## config.mk

```make
export PLATFORM = sky130hd
export DESIGN_NAME = lapic_timer
export DESIGN_NICKNAME = d
export VERILOG_FILES = /design/src/rtl/lapic_timer.sv
export SDC_FILE = /design/constraint.sdc
export NUM_CORES = 1
export LEC_CHECK = 0
export CAP_MARGIN = 20
export CORE_ASPECT_RATIO = 0.9
export CORE_UTILIZATION = 58
export CTS_CLUSTER_SIZE = 14
export DETAILED_ROUTE_END_ITERATION = 6
export GPL_TIMING_DRIVEN = 0
export PLACE_DENSITY_LB_ADDON = 0.1
export SLEW_MARGIN = 20
export SYNTH_ARGS = -nofsm -noshare
export SYNTH_HDL_FRONTEND = slang
export SYNTH_SLANG_ARGS = --single-unit
export TNS_END_PERCENT = 100
```

## constraint.sdc

```tcl
create_clock -name clk -period 7.2 [get_ports clk]
set_input_delay 1.08 -clock clk [delete_from_list [all_inputs] [get_ports clk]]
set_output_delay 1.08 -clock clk [all_outputs]
set_load 0.03 [all_outputs]
```

## src/rtl/lapic_timer.sv

```systemverilog
module lapic_timer #(
  parameter int AW = 12,
  parameter int CW = 32
) (
  input  logic          clk,
  input  logic          rst_n,
  input  logic [AW-1:0] reg_addr,
  input  logic          reg_we,
  input  logic [31:0]   reg_wdata,
  output logic [31:0]   reg_rdata,
  output logic          irq_req,
  output logic [7:0]    irq_vector,
  input  logic          irq_ack
);
  localparam logic [AW-1:0] A_CTL  = AW'('h320);
  localparam logic [AW-1:0] A_INIT = AW'('h380);
  localparam logic [AW-1:0] A_CUR  = AW'('h390);
  localparam logic [AW-1:0] A_DIV  = AW'('h3E0);

  logic [7:0]    vec;
  logic          msk, per, pend, run;
  logic [3:0]    div;
  logic [CW-1:0] init_q, cur;
  logic [6:0]    pre, lim;
  logic [2:0]    sh;
  logic          tick, expire;

  wire wr_ctl  = reg_we && reg_addr == A_CTL;
  wire wr_init = reg_we && reg_addr == A_INIT;
  wire wr_div  = reg_we && reg_addr == A_DIV;

  always_comb begin
    if (div[3] && div[1:0] == 2'b11) sh = 3'd0;
    else sh = {1'b0, div[1:0]} + (div[3] ? 3'd5 : 3'd1);
    lim = 7'((8'd1 << sh) - 8'd1);
  end

  assign tick   = pre == lim;
  assign expire = tick && run && cur == CW'(1) && !wr_init;

  always_ff @(posedge clk) begin
    if (!rst_n) pre <= '0;
    else if (wr_init || wr_div || tick) pre <= '0;
    else pre <= pre + 7'd1;
  end

  always_ff @(posedge clk) begin
    if (!rst_n) begin
      vec <= '0; msk <= 1'b1; per <= 1'b0; div <= '0; init_q <= '0;
    end else begin
      if (wr_ctl) begin
        vec <= reg_wdata[7:0];
        msk <= reg_wdata[16];
        per <= reg_wdata[17];
      end
      if (wr_div)  div <= reg_wdata[3:0];
      if (wr_init) init_q <= reg_wdata[CW-1:0];
    end
  end

  always_ff @(posedge clk) begin
    if (!rst_n) begin
      cur <= '0; run <= 1'b0;
    end else if (wr_init) begin
      cur <= reg_wdata[CW-1:0];
      run <= reg_wdata[CW-1:0] != '0;
    end else if (tick && run) begin
      if (cur == CW'(1)) begin
        cur <= '0;
        if (!per) run <= 1'b0;
      end else if (cur == '0) cur <= init_q;
      else cur <= cur - CW'(1);
    end
  end

  always_ff @(posedge clk) begin
    if (!rst_n) pend <= 1'b0;
    else if (expire && !msk) pend <= 1'b1;
    else if (irq_ack) pend <= 1'b0;
  end

  assign irq_req    = pend;
  assign irq_vector = vec;

  always_comb begin
    case (reg_addr)
      A_CTL:   reg_rdata = {14'd0, per, msk, 3'd0, pend, 4'd0, vec};
      A_INIT:  reg_rdata = 32'(init_q);
      A_CUR:   reg_rdata = 32'(cur);
      A_DIV:   reg_rdata = {28'd0, div};
      default: reg_rdata = '0;
    endcase
  end

  AST_REQ_HOLDS: assert property (@(posedge clk) disable iff (!rst_n)
    irq_req && !irq_ack |=> irq_req);
  AST_ACK_DROPS: assert property (@(posedge clk) disable iff (!rst_n)
    irq_req && irq_ack && !expire |=> !irq_req);
  AST_MASK_QUIET: assert property (@(posedge clk) disable iff (!rst_n)
    !irq_req && msk |=> !irq_req);
  AST_EXPIRY_WINS: assert property (@(posedge clk) disable iff (!rst_n)
    expire && !msk |=> irq_req);
  AST_IDLE_STILL: assert property (@(posedge clk) disable iff (!rst_n)
    !run && !wr_init |=> $stable(cur));
  AST_ONE_STEP: assert property (@(posedge clk) disable iff (!rst_n)
    tick && run && cur > CW'(1) && !wr_init |=> cur == $past(cur) - CW'(1));
endmodule

```

==> metrics.yaml <==
detailed_routing:
  postRouteAntennaNets: 0
  initialDrtViolationCount: 664
  post-route-drc-count: 0
  route.detailed.wl_per_inst_um: 19.5
  vias_per_cell: 6.51
  vias: 5921
  first_pass_iters: 5
  drt-total-wl_um: 17700
sta:
  setup_tns_ns: 0
  max_freq_mhz: 189
  fin_crit_sh_pct: 73.4
  postLayoutSetupSlackWorst_ns: 1.92
  final-setup-viol-count: 0
  slew_violations: 0
  hold_viol_final: 0
  worstMarginPinSlew_ns: 0.936
  skew_ns: 0.0116
  final_period_minus_worst_setup_slack_ns: 5.28
  grt_setup_unrepaired: "false"
  worst_slew_margin_rel_pct: 37.0
floorplanning:
  die_h_um: 92.1
  initial_core_util_pct: 60.5
  design.portCount: 89
  design.core.area_um2: 8650
  dieArea_um2: 9400
  die-width_um: 102
  rows: 32
clock_tree:
  cts_hold_buffers: 0
  cts.repair_timing.setup_buffer_count: 0
  skew_pair_late_insertion_delay_ns: 0.37
  clock_tree.htree_level_count: 3
  clkSlewWorstSetupHoldPaths_ns: 0.09
  ctsLongestPathBuffers: 2
  cts-root-buf: "clkbuf_8"
  clock_tree_from_tritoncts: "done"
  tritoncts.num_buffers: 9
  numClockSinks: 87
  cts_repair_resize_count: 0
yosys:
  synth.cell_area_um2: 5230
  syn-mean-instance-area_um2: 7.58
  cell_count_after_synthesis: 690
  ys_warn_count: 0
  synth-edff-count: 0
  ys_types: 68
  synthFlopType: "dfxtp_1"
  post_synth_main_area_contributors: "dfxtp_1 (33%), nand2_1 (9.0%), mux2i_1 (7.1%)"
  async_flop_share_pct: 0
  yosys_register_bits: 87
  synth_sequential_area_ratio_pct: 33.3
  synth_fp_nets: 747
  post-synth-top-area-cell: "dfxtp_1"
  synthDominantCellAreaShare_pct: 33.3
global_route:
  grt_antenna_before_repair: 0
  maximum_number_of_pins_on_one_net_before_global_route_repair: 16
  first_global_vias: 5443
  grt_first_pass_wirelength_um: 28000
  grt_util_all_layers_pct: 38.8
  globalRouteOverflowTotal: 0
setup_path:
  worstPathRequired_ns: 6.12
  worstSetupPathType: "input port to output pin"
  reg_to_reg_critical_path_startpoint: "div[1]"
  crit_start: "reg_addr[1]"
  timing.critical_path.fanout_max: 10
  crit_path_start_kind: "input port"
  critical_path_arrival_ns: 4.20
  crit_path_end_kind: "output pin"
pwr:
  vdd_ir_drop_max_uv: 147
  power_density_nw_per_um2: 143
  power_leakage_uw: 0.00229
finish:
  final_nets: 843
  synthToLayoutAreaGrowth_pct: 22.9
  multi_input_area_um2: 3240
  layout_common_cells: "nand2_1 (126), dfxtp_1 (87), clkdlybuf4s50_1 (85)"
  layout-drive-gt1-share_pct: 5.56
  fillers: 726
  layout_commonest_cell: "nand2_1"
  final-seq-area_um2: 1740
  n_antenna_cell: 0
outcome:
  outcome: "complete, no violations"
placement:
  dp_slack_ns: 1.95
  detailedPlacementHpwl_um: 12600
  place_congestion: 0.947
  numPortBuffers: 85
run:
  maxCapViolCount: 0
worst_hold_path:
  worstHoldPathType: "register to register"
  timing.hold.worst.start: "init_q[20]"
## sequential cells by signal, indices dropped and copies added (netlist names), 4 cells and up
register / count
pre: 7
irq_vector: 8
cur: 32
init_q: 32
div: 4
## layer usage
layer  vias up  GRT usage, %  share of wire, %
li1       2684             -                 -
met1      2730          50.5                40
met2       443          60.0                45
met3        64          9.15                12
met4         0          18.5               3.6
met5         -             0                 0
## area by class of cell
class                           count  share of cell area (%)
Multi-Input combinational cell    541                    50.4
Clock buffer                       10                    1.99
Tap cell                          119                    2.32
Inverter                           16                   0.935
Sequential cell                    87                    27.1
Clock inverter                      6                    1.07
Buffer                             46                    3.00
Timing Repair Buffer               85                    13.2
## metrics by stage
stage	cells	util (%)	hold WS [ns]	instance area [um^2]	total power, uW
global route	910	74.3	0.501	6430	940
finish	910	74.3	0.475	6430	918
global placement	894	72.0	0.447	6230	570
detailed placement	894	72.0	0.461	6230	571
CTS	910	74.3	0.474	6430	912
floorplan	690	-	0.436	5230	526
## final timing paths
check,to,slack [ns],cells after the start
min reg2reg,init_q[20],0.47,2
min,init_q[20],0.47,2
max,reg_rdata[16],1.92,8
max reg2reg,cur[30],2.94,15
## critical path: stages
cell	delay [ns]
clkdlybuf4s50_1	0.40
or4_4	0.54
or4b_2	0.67
nor3_2	0.26
buf_2	0.28
nand2_1	0.10
o21ai_0	0.13
clkdlybuf4s50_1	0.73
## kinds of logic (layout without fill, tap and decap cells)
family	Yosys count	in the layout	synth area share, %
and+or+nand+nor	287	287	26.7
AOI/OAI and AO/OA	184	184	21.8
DFF	87	87	33.3
buffers and inverters	62	163	4.83
muxes	38	38	7.30
xor gates and xnor gates	23	23	3.85
adders and majority gates	9	9	2.15
## where the power goes
group / switching [uW] / internal [uW] / leakage, uW
registers: 2.48 / 483 / 0.000701
logic: 42.1 / 34.4 / 0.00149
clock network: 192 / 163 / 0.0000973
## cells in the mapped netlist (9+ instances only)
library cell	number
nand2_1	126
dfxtp_1	87
a21oi_1	61
nor2_1	52
o21ai_0	52
mux2i_1	37
clkbuf_1	31
nand3_1	29
a22oi_1	23
nor4_1	18
inv_1	16
xnor2_1	12
xor2_1	11
nor3_1	10
buf_2	9
ha_1	9
(Power assumes the default switching activity.)
